[src/rtl/opfwd_pkg.sv]
package opfwd_pkg;

    typedef enum logic [1:0] {
        OPSEL_RF  = 2'd0,
        OPSEL_EXE = 2'd1,
        OPSEL_WRB = 2'd2
    } opsel_e;

endpackage

[src/rtl/opfwd_match.sv]
module opfwd_match #(
    parameter int RW = 5
) (
    input  logic          use_src,
    input  logic [RW-1:0] src,
    input  logic          exe_vld,
    input  logic [RW-1:0] exe_rd,
    input  logic          wrb_vld,
    input  logic [RW-1:0] wrb_rd,
    output logic          hit_exe,
    output logic          hit_wrb
);

    logic live;

    // Register 0 is never a real destination; unused sources never compare.
    always_comb begin
        live    = use_src && (src != '0);
        hit_exe = live && exe_vld && (exe_rd == src);
        hit_wrb = live && wrb_vld && (wrb_rd == src);
    end

endmodule

[src/rtl/opfwd_policy.sv]
module opfwd_policy #(
    parameter int FWD_EN = 1
) (
    input  logic                hit_exe,
    input  logic                hit_wrb,
    output opfwd_pkg::opsel_e   sel,
    output logic                hazard
);

    import opfwd_pkg::*;

    generate
        if (FWD_EN != 0) begin : g_bypass
            // Youngest producer first.
            always_comb begin
                hazard = 1'b0;
                if (hit_exe)      sel = OPSEL_EXE;
                else if (hit_wrb) sel = OPSEL_WRB;
                else              sel = OPSEL_RF;
            end
        end else begin : g_interlock
            always_comb begin
                sel    = OPSEL_RF;
                hazard = hit_exe || hit_wrb;
            end
        end
    endgenerate

endmodule

[src/rtl/opfwd_opmux.sv]
module opfwd_opmux #(
    parameter int DW = 32
) (
    input  opfwd_pkg::opsel_e sel,
    input  logic [DW-1:0]     rf_val,
    input  logic [DW-1:0]     exe_val,
    input  logic [DW-1:0]     wrb_val,
    output logic [DW-1:0]     val
);

    import opfwd_pkg::*;

    always_comb begin
        case (sel)
            OPSEL_EXE: val = exe_val;
            OPSEL_WRB: val = wrb_val;
            default:   val = rf_val;
        endcase
    end

endmodule

[src/rtl/opfwd_stall_unit.sv]
module opfwd_stall_unit #(
    parameter int RW     = 5,
    parameter int DW     = 32,
    parameter int FWD_EN = 1
) (
    input  logic          clk,
    input  logic          rst_n,
    input  logic          dec_vld,
    input  logic          dec_use_rs1,
    input  logic [RW-1:0] dec_rs1,
    input  logic          dec_use_rs2,
    input  logic [RW-1:0] dec_rs2,
    input  logic          exe_vld,
    input  logic [RW-1:0] exe_rd,
    input  logic          wrb_vld,
    input  logic [RW-1:0] wrb_rd,
    input  logic [DW-1:0] exe_alu_res,
    input  logic [DW-1:0] wrb_res,
    input  logic [DW-1:0] rf_rd1,
    input  logic [DW-1:0] rf_rd2,
    output logic [1:0]    sel_a,
    output logic [1:0]    sel_b,
    output logic          stall,
    output logic          bubble,
    output logic          iss_vld,
    output logic [DW-1:0] iss_opa,
    output logic [DW-1:0] iss_opb
);

    import opfwd_pkg::*;

    localparam int NSRC = 2;

    logic [NSRC-1:0] use_v;
    logic [RW-1:0]   src_v [NSRC];
    logic [DW-1:0]   rf_v  [NSRC];
    logic [DW-1:0]   val_v [NSRC];
    opsel_e          sel_v [NSRC];
    logic [NSRC-1:0] hex_v;
    logic [NSRC-1:0] hwb_v;
    logic [NSRC-1:0] hzd_v;

    always_comb begin
        use_v[0] = dec_use_rs1;
        use_v[1] = dec_use_rs2;
        src_v[0] = dec_rs1;
        src_v[1] = dec_rs2;
        rf_v[0]  = rf_rd1;
        rf_v[1]  = rf_rd2;
    end

    generate
        for (genvar i = 0; i < NSRC; i++) begin : g_src
            opfwd_match #(.RW(RW)) u_match (
                .use_src (use_v[i]),
                .src     (src_v[i]),
                .exe_vld (exe_vld),
                .exe_rd  (exe_rd),
                .wrb_vld (wrb_vld),
                .wrb_rd  (wrb_rd),
                .hit_exe (hex_v[i]),
                .hit_wrb (hwb_v[i])
            );

            opfwd_policy #(.FWD_EN(FWD_EN)) u_policy (
                .hit_exe (hex_v[i]),
                .hit_wrb (hwb_v[i]),
                .sel     (sel_v[i]),
                .hazard  (hzd_v[i])
            );

            opfwd_opmux #(.DW(DW)) u_mux (
                .sel     (sel_v[i]),
                .rf_val  (rf_v[i]),
                .exe_val (exe_alu_res),
                .wrb_val (wrb_res),
                .val     (val_v[i])
            );
        end
    endgenerate

    typedef struct packed {
        logic          vld;
        logic [DW-1:0] opa;
        logic [DW-1:0] opb;
    } iss_t;

    iss_t iss_d;
    iss_t iss_q;
    logic hold_d;

    always_comb begin
        hold_d    = dec_vld && (|hzd_v);
        iss_d     = iss_q;
        iss_d.vld = dec_vld && !hold_d;
        if (!hold_d) begin
            iss_d.opa = val_v[0];
            iss_d.opb = val_v[1];
        end
    end

    always_ff @(posedge clk or negedge rst_n) begin
        if (!rst_n) begin
            iss_q <= '0;
        end else begin
            iss_q <= iss_d;
        end
    end

    assign sel_a   = sel_v[0];
    assign sel_b   = sel_v[1];
    assign stall   = hold_d;
    assign bubble  = hold_d;
    assign iss_vld = iss_q.vld;
    assign iss_opa = iss_q.opa;
    assign iss_opb = iss_q.opb;

endmodule

[config.mk]
export PLATFORM = sky130hd
export DESIGN_NAME = opfwd_stall_unit
export DESIGN_NICKNAME = d
export VERILOG_FILES = /design/src/rtl/opfwd_pkg.sv /design/src/rtl/opfwd_match.sv /design/src/rtl/opfwd_policy.sv /design/src/rtl/opfwd_opmux.sv /design/src/rtl/opfwd_stall_unit.sv
export SDC_FILE = /design/constraint.sdc
export NUM_CORES = 1
export LEC_CHECK = 0
export BUFFER_PORTS_ARGS = -buffer_cell sky130_fd_sc_hd__buf_4
export CORE_ASPECT_RATIO = 0.9
export CORE_UTILIZATION = 43
export CTS_CLUSTER_DIAMETER = 30
export CTS_CLUSTER_SIZE = 8
export DETAILED_ROUTE_END_ITERATION = 10
export GPL_TIMING_DRIVEN = 0
export MAX_ROUTING_LAYER = met4
export PLACE_DENSITY = 0.77
export SLEW_MARGIN = 10
export SYNTH_ARGS = -nofsm -noshare
export SYNTH_HDL_FRONTEND = slang
export SYNTH_SLANG_ARGS = --single-unit
[constraint.sdc]
create_clock -name clk -period 1.31 [get_ports clk]
set_input_delay 0.0655 -clock clk [delete_from_list [all_inputs] [get_ports clk]]
set_output_delay 0.0655 -clock clk [all_outputs]
set_load 0.01 [all_outputs]
==> results of run 1 <==
-- critical path: stages --
cell	delay (ps)
sky130_fd_sc_hd__buf_8	100
sky130_fd_sc_hd__or4_4	570
sky130_fd_sc_hd__o21ai_4	300
sky130_fd_sc_hd__clkbuf_2	290
sky130_fd_sc_hd__nor4_4	70
sky130_fd_sc_hd__buf_4	160
-- registers in the layout, summed over array words and instances, names as in the netlist --
register	flops
iss_opb	32
iss_opa	32
iss_vld	1
-- kinds of logic (layout without fill, tap and decap cells) --
kind of cell | after synthesis | in the layout | share of synthesized area
AO/OA/AOI/OAI | 134 | 134 | 0.3762
flip-flops | 65 | 65 | 0.3327
XOR/XNOR | 20 | 20 | 0.03583
buffers and inverters | 68 | 324 | 0.07883
other | 1 | 2 | 0.0007671
AND/OR/NAND/NOR | 146 | 146 | 0.1756
-- synthesized netlist by cell type, drive strengths merged (4+ instances only) --
master | n | area, um^2
a31oi | 64 | 1301
buf | 15 | 186.4
clkbuf | 51 | 191.4
dfrtp | 65 | 1627
nand4 | 66 | 412.9
nor3 | 64 | 320.3
o31ai | 64 | 480.5
or4 | 4 | 37.53
xnor2 | 12 | 105.1
xor2 | 8 | 70.07
-- final cells by class --
cell class / count / area [um^2]
sequential: 65 / 1627
inverter: 2 / 12.51
timing repair buffer: 245 / 1979
clock buffer: 15 / 287.8
tap: 152 / 190.2
fill: 785 / 3037
multi-input combinational: 302 / 3392
clock inverter: 1 / 7.507
buffer: 61 / 412.9
-- power by group --
part	internal [uW]	total, uW	switching [uW]	leakage (uW)
Sequential	2140	2180	42.5	0.000757
Clock	1490	2360	867	0.000142
Combinational	878	1900	1020	0.00206
Total	4510	6440	1930	0.00296
-- how the worst min path moves through the flow --
stage | from | endpoint | slack [ps] | cells after the start
3_5_place_dp | dec_vld | iss_vld | 180 | 1
5_1_grt | rf_rd2[4] | iss_opb[4] | 40 | 3
3_3_place_gp | dec_vld | iss_vld | 180 | 1
2_1_floorplan | rst_n | iss_opa[0] | -230 | 0
4_1_cts | rf_rd1[31] | iss_opa[31] | 20 | 3
6_report | rf_rd1[31] | iss_opa[31] | 20 | 3
-- per-stage QoR --
stage	setup WS [ps]	utilization	hold slack, ps
floorplan	-229.3	-	-230.1
global placement	-725.9	0.6199	176.9
detailed placement	-760.3	0.6199	179.3
CTS	-337.2	0.6934	22.95
global route	-372.9	0.7226	37.81
finish	-310.4	0.7226	24.15
-- timing repair --
action,CTS,global route
pin swaps,11,2
hold buffers,2,0
setup endpoints to repair,68,68
resized for setup,80,94
setup buffers,11,5
endpoints found under the hold margin,66,0
gates cloned,3,1
-- per-layer routing --
metal,GRT usage,share of wire,vias up
li1,-,-,2237
met1,0.3820,0.40,2524
met2,0.5422,0.51,300
met3,0.04821,0.065,46
met4,0.1399,0.030,0
met5,-,0,-
==> reports/qor.yml, run 1 <==
drt-initial-drc-count: 315
layoutNonFillerInstCount: 843
design.core.area_um2: 10950
synthesis.area_per_instance_um2: 11.26
grt_pass1_wl_um: 27700
layout.cells.most_common: "sky130_fd_sc_hd__buf_4"
synthCells: 434
routabilityCongestion: 0.8943
leakagePower_uw: 0.002963
run_status: "complete, but fails checks"
cts_tree: "done"
synth.yosys.seq_area_share: 0.3327
final_tns_setup_ps: -11990
synth-seq-cells: 65
route.detailed.vias_per_inst: 6.058
timing_hold_violations_final: 0
power.ir.vdd_worst_mv: 0.5698
drtAntennaViolNets: 0
detailed_place.area_um2: 6785
global_route.overflow_total: 0
synth_enable_flop_cells: 0
numPortBuffers: 223
most-common-layout-cells: "sky130_fd_sc_hd__buf_4, sky130_fd_sc_hd__nand4_1, sky130_fd_sc_hd__dfrtp_1"
part_of_the_cycle_the_worst_path_needs: 1.237
die-area_um2: 11800
ctsHtreeMaxLevel: 3
drc_errors: 0
fin_total_pwr_uw: 6439
yosys.cell_types.count: 27
grt_start_max_net_pins: 66
finalSetupViolations: 68
grt_use_total: 0.3204
crit_type: "in -> out"
powerDensity_nw_per_um2: 814.1
violations: "setup timing"
setup_repair_after_global_routing_missed_its_margin: "yes"
cp-startpoint: "dec_rs1[4]"
layout_overhead_on_the_synthesized_area_pct: 61.79
cts.root.buffer_cell: "sky130_fd_sc_hd__clkbuf_16"
worstPathArrival_ps: 1550
proportion_of_layout_cells_with_a_drive_suffix_above_1: 0.6541
post_synthesis_cell_area_um2: 4888
setup.worst_path.end_class: "output pin"
drt-total-wl_um: 18580
synth.yosys.warnings: 0
tightestPinTransition_ps: 838.8
final_design_area_no_fill_um2: 7909
start_util: 0.4466
crit_path_end: "sel_a[1]"
hpwl_um: 12910
fin_ws_ps: -310.4
vias_in_the_first_global_route: 5233
chipHeight_um: 103.2
timing.final.crit_period_ps: 1620
via_count: 5107
yosys_most_used_dff: "sky130_fd_sc_hd__dfrtp_1"
ys_async_sr_fraction: 1.000
cts-buffers-inserted: 9
floorplan.rows: 36
clk_pin_slew_ps: 60
drv_cap: 0
drt_pass1_iterations: 4
clockBufferDepth: 2
final-max-slew-violation-count: 0
boundaryPins: 226
routed_wire_length_per_instance_um: 22.05
max_freq_mhz: 617.1
clkSinkCount: 65
diode_insertion_count_for_antenna_repair: 0
placedCellCount: 810
antenna_violations_before_repair: 0
crit_fanout: 10
design.final.nets: 841
crit_required_ps: 1240
timing.critical_path.from_type: "primary input"
worst_hold_path_type: "in -> reg"
die_width_um: 114.4
max_slew_margin: 0.4408
No activity file was read; power rests on OpenSTA's default activity.
==> run 2, diff against run 1 <==
--- a/config.mk
+++ b/config.mk
@@ -6,14 +6,14 @@
 export NUM_CORES = 1
 export LEC_CHECK = 0
 export BUFFER_PORTS_ARGS = -buffer_cell sky130_fd_sc_hd__buf_4
-export CORE_ASPECT_RATIO = 0.9
+export CORE_ASPECT_RATIO = 0.8
 export CORE_UTILIZATION = 43
 export CTS_CLUSTER_DIAMETER = 30
 export CTS_CLUSTER_SIZE = 8
 export DETAILED_ROUTE_END_ITERATION = 10
 export GPL_TIMING_DRIVEN = 0
-export MAX_ROUTING_LAYER = met4
 export PLACE_DENSITY = 0.77
+export RECOVER_POWER = 25
 export SLEW_MARGIN = 10
 export SYNTH_ARGS = -nofsm -noshare
 export SYNTH_HDL_FRONTEND = slang
==> run 2 against run 1 <==
The run still ends with setup timing left. Clock power rose by 8%. Hold slack got worse by 3.7 ps. Non-clock buffer count rose by 4. Sequential share of layout area rose by 0.26 points. Sequential cell count did not move. Maximum frequency fell by 0.72%. Die area barely moved. Cell count fell by 0.59%. Largest cell class unchanged. Largest power group unchanged.
==> reports/qor.yml, run 2 (synthesized netlist as in run 1, its figures left out) <==
combinational_power_share: 0.287
hold-path-endpoint: "iss_opa[31]"
start_util: 0.4454
m1WireLength_um: 7407
most-common-layout-cells: "sky130_fd_sc_hd__buf_4, sky130_fd_sc_hd__nand4_1, sky130_fd_sc_hd__dfrtp_1"
critPathSlowestCell: "sky130_fd_sc_hd__or4_4"
grt_start_max_net_pins: 66
detailroute.wirelength.met2_um: 9345
drt-total-wl_um: 18640
die_width_um: 121.2
layout_overhead_on_the_synthesized_area_pct: 59.79
fin_ws_ps: -322.2
power.ir.vdd_worst_mv: 0.5805
drt-initial-drc-count: 325
part_of_the_cycle_the_worst_path_needs: 1.246
violations: "setup timing"
proportion_of_layout_cells_with_a_drive_suffix_above_1: 0.5677
layoutNonFillerInstCount: 838
final-max-slew-violation-count: 0
setup_repair_after_global_routing_missed_its_margin: "yes"
design.final.nets: 845
powerDensity_nw_per_um2: 850.1
via_count: 5016
chipHeight_um: 97.37
diode_insertion_count_for_antenna_repair: 0
cts-buffers-inserted: 9
internal_power_uw: 4722
routabilityCongestion: 0.8740
power_switching_share: 0.2889
route.detailed.vias_per_inst: 5.986
run_status: "complete, but fails checks"
crit_type: "in -> out"
leakagePower_uw: 0.002938
finalSetupViolations: 68
floorplan.rows: 34
timing.critical_path.from_type: "primary input"
timing.critical_path.cells: "buf_8 > or4_4 > o211ai_4 > or2_1 > buf_6 > inv_4 > nor4_4 > buf_4"
crit_required_ps: 1240
boundaryPins: 226
global_route.overflow_total: 0
cts_tree: "done"
layout.cells.most_common: "sky130_fd_sc_hd__buf_4"
top_signal_layer_used: "met4"
crit_fanout: 3
clockBufferDepth: 2
max_freq_mhz: 612.7
timing_hold_violations_final: 0
die-area_um2: 11800
grt_pass1_wl_um: 27320
setup.worst_path.end_class: "output pin"
cpPeakStageDelay_ps: 570
detailroute.wirelength.met3_um: 1339
drv_cap: 0
hp-start: "rf_rd1[31]"
tightestPinTransition_ps: 838.2
routed_wire_length_per_instance_um: 22.25
max_slew_margin: 0.4412
clk_pin_slew_ps: 50
drt_pass1_iterations: 4
finalHoldWorstSlack_ps: 20.48
antenna_violations_before_repair: 0
cts.root.buffer_cell: "sky130_fd_sc_hd__clkbuf_16"
clkSinkCount: 65
vias_in_the_first_global_route: 5030
worst_hold_path_type: "in -> reg"
timing.final.crit_period_ps: 1632
placedCellCount: 802
worstPathArrival_ps: 1570
ctsHtreeMaxLevel: 3
p_switching_uw: 1918
share_clk_of_total_power: 0.385
hpwl_um: 13250
worstHoldPathCells: 3
design.core.area_um2: 10980
grt_use_total: 0.3079
nFillCells: 826
drtAntennaViolNets: 0
drc_errors: 0
numPortBuffers: 223
final_tns_setup_ps: -14570
seqPwrFrac: 0.328
-- run 2: changes by cell type in the layout (fill, tap and decap cells not counted), moves of 5 or more --
cell,delta
sky130_fd_sc_hd__o31ai_1,+16
sky130_fd_sc_hd__clkbuf_1,+32
sky130_fd_sc_hd__nor3_4,+8
sky130_fd_sc_hd__o31ai_2,-17
sky130_fd_sc_hd__buf_4,-37
sky130_fd_sc_hd__nor3_2,-21
sky130_fd_sc_hd__nor3_1,+13
sky130_fd_sc_hd__buf_6,+5
-- run 2: final cells by class --
class                   instances  area [um^2]  share of cell area
plain buffers                  57        370.4             0.04741
clock buffers                  12        246.5             0.03156
clock inverters                 3        65.06            0.008329
inverters                       2        12.51            0.001602
multi-input cells             302         3284              0.4205
flip-flops and latches         65         1627              0.2082
well taps                     144        180.2             0.02307
repair buffers                253         2026              0.2593
-- run 2: power by group through the flow --
| stage | logic, uW | registers [uW] | clock network (uW) |
|---|---|---|---|
| after floorplan | 699 | 2280 | 0 |
| after CTS | 1750 | 2180 | 2560 |
| after detailed placement | 1650 | 2210 | 0 |
| after global routing | 2010 | 2190 | 2680 |
| after global placement | 1610 | 2210 | 0 |
| final | 1910 | 2180 | 2550 |
-- run 2: metrics by stage --
step	util	total power [uW]	worst slack, ps	cell area (um^2)
final	0.7117	6640	-322.2	7811
after global placement	0.6173	3825	-720.3	6775
after global routing	0.7117	6878	-368.2	7811
after CTS	0.6819	6486	-349.2	7485
after floorplan	-	2976	-229.3	4921
after detailed placement	0.6173	3862	-751.2	6775
-- run 2: per-layer routing --
layer	up-vias	GRT usage
met3	48	0.06455
met2	271	0.5152
met5	-	0
li1	2243	-
met1	2454	0.3926
met4	0	0.1035
-- run 2: critical path: cells and delay by family --
family	cells	cell delay [ps]
AO/OA/AOI/OAI	1	230
buffers and inverters	4	420
AND/OR/NAND/NOR	3	840
-- run 2: how the worst max path moves through the flow --
stage / start / to / slack [ps] / depth (start not counted)
finish: dec_rs1[4] / sel_a[1] / -320 / 8
CTS: dec_rs1[3] / sel_a[1] / -350 / 9
detailed placement: dec_rs1[0] / sel_a[1] / -750 / 8
global route: dec_rs1[4] / sel_a[1] / -370 / 8
floorplan: dec_rs1[0] / iss_opa[10] / -230 / 7
global placement: dec_rs1[0] / sel_a[1] / -720 / 8
-- run 2: timing repair --
action	in CTS	in global routing
setup buffers	10	14
setup endpoints to repair	68	68
hold buffers	2	0
gates resized for setup	57	120
gates cloned	3	2
pin swaps	12	19
endpoints found under the hold margin	66	0
==> run 3, diff against run 2 <==
--- a/config.mk
+++ b/config.mk
@@ -7,12 +7,12 @@
 export LEC_CHECK = 0
 export BUFFER_PORTS_ARGS = -buffer_cell sky130_fd_sc_hd__buf_4
 export CORE_ASPECT_RATIO = 0.8
-export CORE_UTILIZATION = 43
+export CORE_UTILIZATION = 52
 export CTS_CLUSTER_DIAMETER = 30
 export CTS_CLUSTER_SIZE = 8
 export DETAILED_ROUTE_END_ITERATION = 10
 export GPL_TIMING_DRIVEN = 0
-export PLACE_DENSITY = 0.77
+export PLACE_DENSITY = 0.88
 export RECOVER_POWER = 25
 export SLEW_MARGIN = 10
 export SYNTH_ARGS = -nofsm -noshare
==> constraint.sdc (replaced) <==
create_clock -name clk -period 1.9 [get_ports clk]
set_input_delay 0.095 -clock clk [delete_from_list [all_inputs] [get_ports clk]]
set_output_delay 0.095 -clock clk [all_outputs]
set_load 0.01 [all_outputs]
==> run 3 against run 2 <==
Cell count down 5.0%. Sequential share of layout area rose by 2.7 points. Largest cell class unchanged. Count of clock-buffer cells in the layout is 1 lower. Highest routed layer unchanged. Critical path depth did not move. The flow now finishes without violations. Non-clock buffer count is 14 lower. Die area down 17%. Sequential power decreased by 31%.
==> reports/qor.yml, run 3 (synthesized netlist as in run 1, its figures left out) <==
worstPathArrival_ps: 1740
crit_required_ps: 1800
cts-buffers-inserted: 9
most-common-layout-cells: "sky130_fd_sc_hd__buf_4, sky130_fd_sc_hd__clkbuf_1, sky130_fd_sc_hd__nand4_1"
timing_hold_violations_final: 0
start_util: 0.5386
grt_start_max_net_pins: 66
design.final.nets: 831
boundaryPins: 226
powerDensity_nw_per_um2: 633.2
grt_pass1_wl_um: 26140
timing.critical_path.cells: "buf_4 > or4_4 > o211ai_4 > or2_1 > buf_6 > inv_2 > nor4_2 > buf_4"
clkSinkCount: 65
setup.worst_path.end_class: "output pin"
p_switching_uw: 1270
finalHoldWorstSlack_ps: 58.58
drt-initial-drc-count: 359
hpwl_um: 12820
crit_fanout: 3
timing.final.crit_period_ps: 1839
die_width_um: 110.4
routabilityCongestion: 0.8966
critPathMostFrequentCell: "sky130_fd_sc_hd__buf_4"
layoutNonFillerInstCount: 796
placedCellCount: 773
final_tns_setup_ps: 0
leakagePower_uw: 0.002489
share_clk_of_total_power: 0.403
timing.critical_path.from_type: "primary input"
cts.root.buffer_cell: "sky130_fd_sc_hd__clkbuf_16"
combinational_power_share: 0.253
max_freq_mhz: 543.7
global_route.overflow_total: 0
route.detailed.vias_per_inst: 6.367
floorplan.rows: 31
ctsHtreeMaxLevel: 3
clockBufferDepth: 2
clk_pin_slew_ps: 50
die-area_um2: 9795
critical-path-top-delay-family: "simple AND/OR/NAND/NOR gates"
cts_tree: "done"
drt_pass1_iterations: 6
path_buf_inv: 4
seqPwrFrac: 0.343
layout.cells.most_common: "sky130_fd_sc_hd__buf_4"
post_route_core_utilization: 0.7625
critPathSlowestCell: "sky130_fd_sc_hd__or4_4"
vias_in_the_first_global_route: 4966
tightestPinTransition_ps: 834.6
routed_wire_length_per_instance_um: 21.95
part_of_the_cycle_the_worst_path_needs: 0.9680
run_status: "finished clean"
design.core.area_um2: 9076
crit_type: "in -> out"
finalSetupViolations: 0
internal_power_uw: 3113
proportion_of_layout_cells_with_a_drive_suffix_above_1: 0.4112
drv_cap: 0
power_switching_share: 0.2897
grt_use_total: 0.3463
final_design_area_no_fill_um2: 6920
drc_errors: 0
diode_insertion_count_for_antenna_repair: 0
numPortBuffers: 223
setup_repair_after_global_routing_missed_its_margin: "no"
detailed_place.area_um2: 6710
max_slew_margin: 0.4436
via_count: 5068
worstHoldPathCells: 3
antenna_violations_before_repair: 0
worst_hold_path_type: "in -> reg"
power.ir.vdd_worst_mv: 0.7488
critical_path_cell_count: 8
chipHeight_um: 88.72
cpPeakStageDelay_ps: 570
final-max-slew-violation-count: 0
drt-total-wl_um: 17470
layout_overhead_on_the_synthesized_area_pct: 41.57
drtAntennaViolNets: 0
-- run 3: metal layers --
metal  wire length (um)  track usage
met5                  0            0
met4                518       0.1285
met3               1661      0.07945
met2               8457       0.5968
met1               6831       0.4311
-- run 3: power groups by stage --
stage	combinational, uW	sequential, uW	clock [uW]
6_report	1110	1500	1770
5_1_grt	1170	1510	1830
4_1_cts	1140	1510	1770
3_5_place_dp	1120	1530	0
3_3_place_gp	1090	1530	0
2_1_floorplan	475	1570	0
-- run 3: final cells by class --
type                       instances  area (um^2)
multi-input combinational        302         2898
timing repair buffer             230         1551
clock buffer                      11        232.7
fill                             645         2156
clock inverter                     5        80.08
tap                              115        143.9
buffer                            66        380.4
sequential                        65         1627
inverter                           2        7.507
-- run 3: worst paths after layout --
kind	slack (ps)	endpoint	startpoint
setup / recovery	60	sel_a[1]	dec_rs1[0]
hold / removal	60	iss_opb[25]	rf_rd2[25]
max in group asynchronous	930	iss_opa[11]	rst_n
min in group asynchronous	420	iss_opa[29]	rst_n
-- run 3: what timing repair did --
action                                  4_1_cts  5_1_grt
hold endpoints to repair                     66        0
gates resized for setup                       3        2
pin swaps                                     2        0
hold buffers                                  2        0
endpoints found under the setup margin        3        2
buffers inserted                              3        2
-- run 3: through the flow --
| step | total power (uW) | worst slack, ps |
|---|---|---|
| floorplan | 2045 | 283.1 |
| global placement | 2612 | -161.9 |
| detailed placement | 2643 | -177.5 |
| CTS | 4418 | 18.56 |
| global route | 4515 | 6.299 |
| finish | 4382 | 60.71 |
